===== src/rtl/vlsp_pkg.sv =====
package vlsp_pkg;
   localparam int ACQ_MAX = 34;
   localparam logic [2:0] OP_SIGN_ON  = 3'b001;
   localparam logic [2:0] OP_SIGN_OFF = 3'b010;
   localparam logic [2:0] OP_ACQ      = 3'b100;

   typedef struct packed {
      logic wide;
      logic lsb;
      logic sign_on;
   } fmt_t;

   function automatic int acq_clocks(input logic [1:0] code);
      return (4 << code) + 2;
   endfunction
endpackage


===== src/rtl/vlsp_frame.sv =====
module vlsp_frame #(
   parameter int LEN_W   = 5,
   parameter int RST_LEN = 13
) (
   input  logic             clk,
   input  logic             rst_n,
   input  logic             cs_n,
   input  logic             sclk,
   input  logic             di,
   input  logic [LEN_W-1:0] len_in,
   output logic             load,
   output logic             sclk_rise,
   output logic             instr_valid,
   output logic [7:0]       instr,
   output logic             desync,
   output logic [LEN_W-1:0] cur_len
);
   logic             cs_q, sclk_q, cont, wrap, cs_fall, cs_rise;
   logic [LEN_W-1:0] cnt;
   logic [6:0]       ishift;

   assign cs_fall     = cs_q & ~cs_n;
   assign cs_rise     = ~cs_q & cs_n;
   assign sclk_rise   = ~cs_n & sclk & ~sclk_q;
   assign wrap        = sclk_rise && (cnt == cur_len - LEN_W'(1));
   assign load        = cs_fall | wrap;
   assign instr_valid = sclk_rise && (cnt == LEN_W'(7));
   assign instr       = {ishift, di};

   always_ff @(posedge clk or negedge rst_n) begin
      if (!rst_n) begin
         cs_q    <= 1'b1;
         sclk_q  <= 1'b0;
         cnt     <= '0;
         cont    <= 1'b0;
         desync  <= 1'b0;
         cur_len <= LEN_W'(RST_LEN);
         ishift  <= '0;
      end else begin
         cs_q   <= cs_n;
         sclk_q <= sclk;
         if (cs_fall) begin
            cnt     <= '0;
            cur_len <= len_in;
            cont    <= 1'b0;
         end else if (cs_rise) begin
            if (cont && cnt != '0) desync <= 1'b1;
            cnt  <= '0;
            cont <= 1'b0;
         end else if (sclk_rise) begin
            ishift <= {ishift[5:0], di};
            if (wrap) begin
               cnt     <= '0;
               cur_len <= len_in;
               cont    <= 1'b1;
            end else begin
               cnt <= cnt + LEN_W'(1);
            end
         end
      end
   end
endmodule


===== src/rtl/vlsp_ctrl.sv =====
module vlsp_ctrl
   import vlsp_pkg::*;
#(
   parameter int MAG_W       = 12,
   parameter int EXT_W       = 4,
   parameter int CH_W        = 3,
   parameter int CONV_CYCLES = 20,
   parameter int LEN_W       = 5
) (
   input  logic             clk,
   input  logic             rst_n,
   input  logic             instr_valid,
   input  logic [7:0]       instr,
   output logic             eoc,
   output fmt_t             fmt,
   output logic [MAG_W-1:0] res_mag,
   output logic             res_sgn,
   output logic [LEN_W-1:0] len_next
);
   localparam int SEQ_W = MAG_W - CH_W;
   localparam int FLD_W = MAG_W + EXT_W;
   localparam int TMR_W = $clog2(ACQ_MAX + CONV_CYCLES + 1);

   logic [1:0]       acq;
   logic [CH_W-1:0]  chan;
   logic [SEQ_W-1:0] seq;
   logic             busy, done, sgn_q;
   logic [TMR_W-1:0] timer;
   logic [MAG_W-1:0] mag_q;

   assign done     = busy && (timer == '0);
   assign eoc      = ~busy;
   assign res_mag  = done ? {chan, seq} : mag_q;
   assign res_sgn  = done ? seq[0] : sgn_q;
   assign len_next = LEN_W'(fmt.wide ? FLD_W : MAG_W) + LEN_W'(fmt.sign_on);

   always_ff @(posedge clk or negedge rst_n) begin
      if (!rst_n) begin
         fmt   <= '{wide: 1'b0, lsb: 1'b0, sign_on: 1'b1};
         acq   <= 2'd1;
         chan  <= '0;
         seq   <= '0;
         busy  <= 1'b0;
         timer <= '0;
         mag_q <= '0;
         sgn_q <= 1'b0;
      end else begin
         if (done) begin
            busy  <= 1'b0;
            mag_q <= {chan, seq};
            sgn_q <= seq[0];
         end else if (busy) begin
            timer <= timer - TMR_W'(1);
         end
         if (instr_valid) begin
            if (instr[7]) begin
               fmt.wide <= instr[6];
               fmt.lsb  <= instr[5];
               chan     <= instr[4:2];
               seq      <= seq + SEQ_W'(1);
               busy     <= 1'b1;
               timer    <= TMR_W'(acq_clocks(acq) + CONV_CYCLES - 1);
            end else begin
               case (instr[6:4])
                  OP_SIGN_ON:  fmt.sign_on <= 1'b1;
                  OP_SIGN_OFF: fmt.sign_on <= 1'b0;
                  OP_ACQ:      acq <= instr[1:0];
                  default:     ;
               endcase
            end
         end
      end
   end
endmodule


===== src/rtl/vlsp_tx.sv =====
module vlsp_tx
   import vlsp_pkg::*;
#(
   parameter int MAG_W = 12,
   parameter int EXT_W = 4
) (
   input  logic             clk,
   input  logic             rst_n,
   input  logic             load,
   input  logic             shift,
   input  logic             cs_n,
   input  logic             eoc,
   input  fmt_t             fmt,
   input  logic [MAG_W-1:0] mag,
   input  logic             sgn,
   output logic             do_o
);
   localparam int FLD_W = MAG_W + EXT_W;
   localparam int WRD_W = FLD_W + 1;

   logic [MAG_W-1:0] mag_rev, ordered;
   logic [FLD_W-1:0] fld;
   logic [WRD_W-1:0] word, shreg;

   for (genvar g = 0; g < MAG_W; g++) begin : g_rev
      assign mag_rev[g] = mag[MAG_W-1-g];
   end

   assign ordered = fmt.lsb ? mag_rev : mag;

   if (EXT_W > 0) begin : g_ext
      assign fld = (fmt.wide && !fmt.lsb) ? {{EXT_W{1'b0}}, mag} : {ordered, {EXT_W{1'b0}}};
   end else begin : g_noext
      assign fld = ordered;
   end

   assign word = fmt.sign_on ? {sgn, fld} : {fld, 1'b0};
   assign do_o = ~cs_n & eoc & shreg[WRD_W-1];

   always_ff @(posedge clk or negedge rst_n) begin
      if (!rst_n)      shreg <= '0;
      else if (load)   shreg <= word;
      else if (shift)  shreg <= {shreg[WRD_W-2:0], 1'b0};
   end
endmodule


===== src/rtl/vlsp_port.sv =====
module vlsp_port
   import vlsp_pkg::*;
#(
   parameter int MAG_W       = 12,
   parameter int EXT_W       = 4,
   parameter int CH_W        = 3,
   parameter int CONV_CYCLES = 20
) (
   input  logic clk,
   input  logic rst_n,
   input  logic cs_n,
   input  logic sclk,
   input  logic di,
   output logic do_o,
   output logic eoc,
   output logic desync
);
   localparam int FLD_W = MAG_W + EXT_W;
   localparam int LEN_W = $clog2(FLD_W + 2);

   if (CH_W >= MAG_W) begin : g_bad_ch
      $error("channel field must be narrower than the magnitude");
   end
   if (MAG_W < 8) begin : g_bad_mag
      $error("magnitude must cover the 8-bit instruction");
   end
   if (CONV_CYCLES < 1) begin : g_bad_conv
      $error("conversion time must be at least one clock");
   end

   logic             load, sclk_rise, instr_valid, res_sgn;
   logic [7:0]       instr;
   logic [LEN_W-1:0] cur_len, len_next;
   logic [MAG_W-1:0] res_mag;
   fmt_t             fmt;

   vlsp_frame #(.LEN_W(LEN_W), .RST_LEN(MAG_W + 1)) i_frame (
      .clk(clk), .rst_n(rst_n), .cs_n(cs_n), .sclk(sclk), .di(di),
      .len_in(len_next), .load(load), .sclk_rise(sclk_rise),
      .instr_valid(instr_valid), .instr(instr), .desync(desync), .cur_len(cur_len)
   );

   vlsp_ctrl #(.MAG_W(MAG_W), .EXT_W(EXT_W), .CH_W(CH_W),
               .CONV_CYCLES(CONV_CYCLES), .LEN_W(LEN_W)) i_ctrl (
      .clk(clk), .rst_n(rst_n), .instr_valid(instr_valid), .instr(instr),
      .eoc(eoc), .fmt(fmt), .res_mag(res_mag), .res_sgn(res_sgn), .len_next(len_next)
   );

   vlsp_tx #(.MAG_W(MAG_W), .EXT_W(EXT_W)) i_tx (
      .clk(clk), .rst_n(rst_n), .load(load), .shift(sclk_rise), .cs_n(cs_n),
      .eoc(eoc), .fmt(fmt), .mag(res_mag), .sgn(res_sgn), .do_o(do_o)
   );
endmodule


===== config.mk =====
export PLATFORM = sky130hd
export DESIGN_NAME = vlsp_port
export DESIGN_NICKNAME = d
export VERILOG_FILES = /design/src/rtl/vlsp_pkg.sv /design/src/rtl/vlsp_frame.sv /design/src/rtl/vlsp_ctrl.sv /design/src/rtl/vlsp_tx.sv /design/src/rtl/vlsp_port.sv
export SDC_FILE = /design/constraint.sdc
export NUM_CORES = 1
export LEC_CHECK = 0
export BUFFER_PORTS_ARGS = -buffer_cell sky130_fd_sc_hd__buf_2
export CAP_MARGIN = 20
export CORE_MARGIN = 4
export CORE_UTILIZATION = 50
export DETAILED_ROUTE_END_ITERATION = 6
export PLACE_DENSITY = 0.65
export SYNTH_ARGS = -nofsm -noshare
export SYNTH_HDL_FRONTEND = slang
export SYNTH_SLANG_ARGS = --single-unit

===== constraint.sdc =====
create_clock -name clk -period 3.1 [get_ports clk]
set_clock_uncertainty 0.05 [all_clocks]
set_input_delay 0.465 -clock clk [delete_from_list [all_inputs] [get_ports clk]]
set_output_delay 0.465 -clock clk [all_outputs]
set_load 0.005 [all_outputs]

* Yosys cells after proc, flatten, opt, wreduce, memory -nomap -nowiden
Index checks and enable logic that the tools add are counted.
Storage, ports and cells: bits in registers 75, latch bits 0, RAM bits 0, bits in read-only memories 0, memories kept 0
Operators by class: $add $sub $neg 8, multipliers 0, div/mod/pow operators 0, magnitude comparators 0, eq/ne operators 6, shift-type cells 1, mux-type cells 28, bitwise operators 14, reductions and logical operators 21
Operators by type and width (number):
- $mux W17 | 3
- $mux W5 | 9
- $mux W12 | 2
- $mux W6 | 4
- $mux W16 | 1
- $reduce_and A3 Y1 | 5
- $add A9 B1 Y9 const B | 1
- $mux W1 | 8
- $reduce_bool A2 Y1 | 4
- $not A1 Y1 | 7
- $add A6 B3 Y6 const B | 1
- $add A6 B6 Y6 const B | 1
- $and A1 B1 Y1 | 6
- $logic_not A6 Y1 | 1
- $reduce_bool A3 Y1 | 2
- $shl A3 B2 Y6 const A | 1
- $sub A6 B1 Y6 const B | 1
- $sub A6 B2 Y6 const B | 1
- $add A5 B1 Y5 | 1
- $add A5 B1 Y5 const B | 1
- $eq A5 B3 Y1 const B | 1
- $eq A5 B5 Y1 | 1
- $logic_and A1 B1 Y1 | 5
- $reduce_bool A5 Y1 | 1
- other kinds (9) | 10

* Logic depth before layout (Yosys ltp)
depth after elaboration 8, gate-level depth with buffers 9

* By module
From an unflattened synthesis, not the netlist that was laid out.
Unflattened totals: cells, all modules 396, area total of the unflattened synthesis 4169.0 µm²
By module, submodules not included:
- vlsp_ctrl | times used 1, cells an instance 139, area an instance 1667.8 µm², sequential area each 928.4 µm²
- vlsp_tx | times used 1, cells an instance 148, area an instance 1300.0 µm², sequential area each 425.4 µm²
- vlsp_frame | times used 1, cells an instance 109, area an instance 1201.2 µm², sequential area each 530.5 µm²

* Worst setup path after synthesis
No wires, ideal clock.
kind reg2reg, start point reg i_frame.cur_len[0], end point reg i_frame.cur_len[4], library setup time 0.128 ns, arrival 2.006 ns, data required time 2.922 ns, slack 0.916 ns, cell stages (with the launch flop) 8, clock period less this slack 2.184 ns, path through dfstp_2 inv_1 ha_1 xnor3_1 o2111a_2 a21oi_4 nor2_1 mux2_1
On the way: word-level cells in the longest chain between the ends 5
RTL lines:
- start: declaration | RTL line vlsp_frame.sv:16 | output logic [LEN_W-1:0] cur_len
- start signal: assignment | RTL line vlsp_frame.sv:37 | cur_len <= LEN_W'(RST_LEN);
- start signal: assignment | RTL line vlsp_frame.sv:44 | cur_len <= len_in;
- start signal: assignment | RTL line vlsp_frame.sv:54 | cur_len <= len_in;
- $sub A5 B1 Y5 | RTL line vlsp_frame.sv:25 | assign wrap = sclk_rise && (cnt == cur_len - LEN_W'(1));
- $eq A5 B5 Y1 | RTL line vlsp_frame.sv:25
- $logic_and A1 B1 Y1 | RTL line vlsp_frame.sv:25
- $reduce_bool A2 Y1 (no line)
- $reduce_and A3 Y1 (no line)
No other way between the ends. A chain may end at the register's enable or synchronous reset.

* Final worst setup path
start point reg i_frame.cur_len[0], end point reg i_tx.shreg[4]
On the way: word-level cells in the longest chain between the ends 5, elaborated cells on any way between the ends 6
RTL lines:
- $sub A5 B1 Y5 * | RTL line vlsp_frame.sv:25
- $eq A5 B5 Y1 * | RTL line vlsp_frame.sv:25
- $logic_and A1 B1 Y1 * | RTL line vlsp_frame.sv:25
- $or A1 B1 Y1 * | RTL line vlsp_frame.sv:26 | assign load = cs_fall | wrap;
- $mux W17 or $reduce_bool A2 Y1 (tied branches)
- end signal: assignment | RTL line vlsp_tx.sv:42 | else if (load) shreg <= word;
- end signal: assignment | RTL line vlsp_tx.sv:43 | else if (shift) shreg <= {shreg[WRD_W-2:0], 1'b0};
- end: declaration | RTL line vlsp_tx.sv:23 | logic [WRD_W-1:0] word, shreg;
Every way passes the cells marked *; elsewhere a longest branch is shown, timed or not.

==> impl_table.tex <==
\begin{tabular}{lr}
\hline
Metric & Value \\
\hline
\multicolumn{2}{l}{\textbf{Min path}} \\
\quad Worst hold-check path type & input pin to asynchronous set/reset pin \\
\multicolumn{2}{l}{\textbf{Critical path}} \\
\quad R2R cell count & 7 \\
\quad Critical R2R Capture & i\_tx.shreg[4]\$\_DFFE\_PN0P\_ \\
\quad Crit path max-delay family & compound AO/OA/AOI/OAI gates \\
\quad Highest fanout seen on the critical path & 14 \\
\quad Worst-case register-to-register setup slack & 560 ps \\
\quad Crit-path slowest cell & dfstp\_2 \\
\quad Startpoint type of the worst setup path & flop \\
\quad Arrival time at the worst endpoint & 2760 ps \\
\quad Worst Setup Path Type & flop to flop \\
\quad WP buf/inv & 1 \\
\quad Endpoint class of the critical path & flop \\
\quad Critical register-to-register path startpoint & i\_frame.cur\_len[0]\$\_DFFE\_PN1P\_ \\
\quad Largest incremental delay on the critical path & 560 ps \\
\quad Cells along the critical path & inv\_1 > ha\_1 > xnor3\_1 > o2111ai\_2 > o21ai\_1 > nand3\_1 > a41oi\_1 \\
\quad Data required time at the worst endpoint & 3320 ps \\
\multicolumn{2}{l}{\textbf{Clock network}} \\
\quad Number of H-tree levels & 3 \\
\quad Maximum count of clock buffers along a single path & 2 \\
\quad Number of hold-repair buffers added at the cts stage & 0 \\
\quad Library cell used as clock root buffer & clkbuf\_8 \\
\quad CTS buffer count & 9 \\
\quad Clock-pin slew of the registers on the worst-case setup and hold paths & 90 ps \\
\quad Clock sink count & 73 \\
\quad Skew-Pair Late Insertion Delay & 350 ps \\
\quad Post-CTS Setup Inserts & 0 \\
\quad Clock tree from TritonCTS & built \\
\quad Post-cts resize count & 0 \\
\multicolumn{2}{l}{\textbf{Layout}} \\
\quad Fraction of final layout cells sized beyond drive strength 1 & 13.27\% \\
\quad Net count reported at finish & 430 \\
\quad Non-Filler Instances & 524 \\
\quad Antenna fix cells & 0 \\
\quad Highest-count cells in the layout ignoring fill and taps & dfrtp\_1 (68), nand2\_1 (54), a21oi\_1 (43) \\
\quad Layout overhead on the synthesized area & 6.991\% \\
\quad Most frequent standard cell in the layout excluding fill and tap cells & dfrtp\_1 \\
\multicolumn{2}{l}{\textbf{Die}} \\
\quad \# rows & 32 \\
\quad Total Die Area & 0.009476 mm2 \\
\quad Boundary pin count & 8 \\
\quad Initial core utilization & 51.65\% \\
\quad Horizontal die dimension & about 100 um \\
\quad Area inside the core boundary & $\sim$0.0077 mm2 \\
\quad Vert. Die Dim & about 97 um \\
\multicolumn{2}{l}{\textbf{Synth}} \\
\quad EDFF count, synth & 0 \\
\quad Post-Synthesis Cells & $\sim$420 \\
\quad Synthesized netlist net count & roughly 430 \\
\quad Synth area leaders & dfrtp\_1 (43\%), a21oi\_1 (5.4\%), nand2\_1 (5.1\%), dfstp\_2 (3.3\%), ha\_1 (2.5\%) \\
\quad Number of register bits inferred by synthesis & 73 \\
\quad Cell Area, Synth & between 0.003 and 0.004 mm2 \\
\quad Yosys warnings & 0 \\
\quad Area share of the leading cell type in the synthesized netlist & 42.63\% \\
\quad Synth cell types & 65 \\
\quad Leading area contributor after synthesis & dfrtp\_1 \\
\quad Top flip-flop cell by instance count after synthesis & dfrtp\_1 \\
\quad Sequential fraction of the synthesis area & 45.92\% \\
\quad Mean area per synthesized cell & roughly 9.5 um2 \\
\quad Share of flip-flops with an asynchronous set or reset after synthesis & 100.0\% \\
\multicolumn{2}{l}{\textbf{Pwr}} \\
\quad Switching pwr & 618.8 uW \\
\quad Worst vdd rail ir drop & 0.0003268 V \\
\quad Internal power & 1533 uW \\
\quad Fraction of power consumed by combinational cells & 10.7\% \\
\quad Part of the total power dissipated in sequential elements & 52.2\% \\
\quad Clock network fraction of total power & between 30\% and 40\% \\
\quad Switching Share & 28.75\% \\
\quad Total power & 2152 uW \\
\quad Cell leakage power & 0.001893 uW \\
\quad Power density of the placed cells & 504.0 mW/mm2 \\
\multicolumn{2}{l}{\textbf{STA}} \\
\quad Sum Neg Setup Slack & 0 ps \\
\quad Setup repair after global routing missed its margin & no \\
\quad Final count of hold timing violations & 0 \\
\quad Slew at the pin closest to its max-slew limit & 906.8 ps \\
\quad Final slew viol count & 0 \\
\quad Worst setup margin & 561.1 ps \\
\quad Max transition margin & 39.55\% \\
\quad Final period utilization & 81.90\% \\
\quad Number of setup violations in the final report & 0 \\
\quad Achievable Freq & 393.9 MHz \\
\quad Final min period & 2539 ps \\
\multicolumn{2}{l}{\textbf{Global routing}} \\
\quad GRT Resource Usage Total & 19.68\% \\
\quad Overall overflow remaining after global route & 0 \\
\quad Wire length of the first global-routing pass & 15320 um \\
\quad Vias in the first global route & 3096 \\
\quad Number of antenna violations at the first check in global routing & 0 \\
\quad Maximum number of pins on one net before global-route repair & 74 \\
\multicolumn{2}{l}{\textbf{Outcome}} \\
\quad Run status & complete, no violations \\
\multicolumn{2}{l}{\textbf{Placement}} \\
\quad Number of port buffers & 7 \\
\quad HPWL reported at the end of detailed placement & 6212 um \\
\quad Post-Place Worst Slack & 577.3 ps \\
\quad Placed Cells incl. Taps & 508 \\
\quad Routability cong. & 0.8368 \\
\multicolumn{2}{l}{\textbf{Route}} \\
\quad Via-per-instance ratio & slightly below 6 \\
\quad Detailed-route wire length & slightly below 9000 um \\
\quad Average wire per standard cell & 16.66 um \\
\quad Detail Route Antenna Nets & 0 \\
\quad Drt drc & 0 \\
\quad Drt initial violations & 263 \\
\quad Number of vias in the routed layout & 3100 \\
\quad Number of search-and-repair iterations in the first detailed-routing pass & 5 \\
\multicolumn{2}{l}{\textbf{Job}} \\
\quad Max-cap violations & 0 \\
\hline
\end{tabular}
-- state kept, by name (all words and copies together), names as in the netlist --
name and count:
i_ctrl.timer 6, i_frame.cs_q 1, i_ctrl.mag_q 12, i_frame.ishift 7, i_frame.cnt 5, i_ctrl.fmt 3, i_ctrl.sgn_q 1, i_frame.desync 1
i_ctrl.busy 1, i_ctrl.seq 9, i_ctrl.chan 3, i_tx.shreg 17, i_frame.cur_len 3, i_frame.sclk_q 1, i_frame.cont 1, i_ctrl.acq 2
-- per-stage QoR --
stage | cell area, um2 | util (%) | hold WS, ps
after floorplan | 3991 | - | 119.4
after global placement | 4060 | 52.54 | 418.2
after CTS | 4270 | 55.26 | 170.6
after detailed placement | 4060 | 52.54 | 413.2
final | 4270 | 55.26 | 173.0
after global routing | 4270 | 55.26 | 175.2
-- routing by layer --
| metal | global-route usage [%] | vias up | share of wire [%] |
|---|---|---|---|
| met1 | 28.56 | 1525 | 50 |
| li1 | - | 1513 | - |
| met4 | 7.348 | 0 | 2.0 |
| met3 | 2.800 | 16 | 2.6 |
| met2 | 30.04 | 46 | 45 |
| met5 | 0 | - | 0 |
-- power groups by stage --
stage	Clock, uW	Sequential, uW	Combinational, uW
after floorplan	0	1110	181
after global placement	0	1140	227
after detailed placement	0	1140	234
after CTS	820	1120	234
after global routing	860	1140	267
final	798	1120	231
-- cells in the mapped netlist, types with 5 or more instances --
| library cell | count |
|---|---|
| a21oi_1 | 43 |
| a31oi_1 | 12 |
| buf_2 | 5 |
| clkbuf_1 | 11 |
| dfrtp_1 | 68 |
| dfstp_2 | 5 |
| ha_1 | 8 |
| inv_1 | 13 |
| mux2_2 | 7 |
| nand2_1 | 54 |
| nand3_1 | 20 |
| nand4_1 | 6 |
| nor2_1 | 24 |
| nor3_1 | 5 |
| o211ai_1 | 5 |
| o21ai_0 | 13 |
| o21ai_1 | 16 |
| o31a_1 | 6 |
| o31ai_1 | 7 |
| or2_1 | 8 |
| xnor2_1 | 9 |
-- worst register-to-register path: cells and delay by family, from the launching register on --
kind | cells | cell delay [ps]
compound gates | 3 | 1070
flops | 1 | 560
fa+ha+maj | 1 | 190
xor+xnor | 1 | 390
buf+inv | 1 | 60
simple gates | 1 | 150
-- cell type report --
cell class	instances	area, um2
clock buffers	9	123.9
clock inverters	7	86.33
fillers	710	3457
inverters	14	52.55
multi-input cells	308	1979
flip-flops and latches	73	1833
well taps	102	127.6
repair buffers	11	67.56
-- worst max-delay path by stage --
stage	start	depth (start not counted)	slack [ps]	to
6_report	i_frame.cur_len[0]$_DFFE_PN1P_	7	560	i_tx.shreg[4]$_DFFE_PN0P_
3_3_place_gp	i_frame.cur_len[0]$_DFFE_PN1P_	7	640	i_tx.shreg[3]$_DFFE_PN0P_
3_5_place_dp	i_frame.cur_len[0]$_DFFE_PN1P_	7	580	i_tx.shreg[4]$_DFFE_PN0P_
2_1_floorplan	i_frame.cur_len[0]$_DFFE_PN1P_	7	920	i_frame.cur_len[4]$_DFFE_PN0P_
5_1_grt	i_frame.cur_len[0]$_DFFE_PN1P_	7	410	i_tx.shreg[3]$_DFFE_PN0P_
4_1_cts	i_frame.cur_len[0]$_DFFE_PN1P_	7	550	i_tx.shreg[4]$_DFFE_PN0P_
-- kinds of logic after synthesis --
group,synth area share [%]
and+or+nand+nor,19.28
xor gates and xnor gates,3.417
buffers and inverters,4.483
DFF,45.92
adders and majority gates,2.508
AOI/OAI and AO/OA,20.19
muxes,4.201
Note: power is estimated with default switching activity, not from simulation.
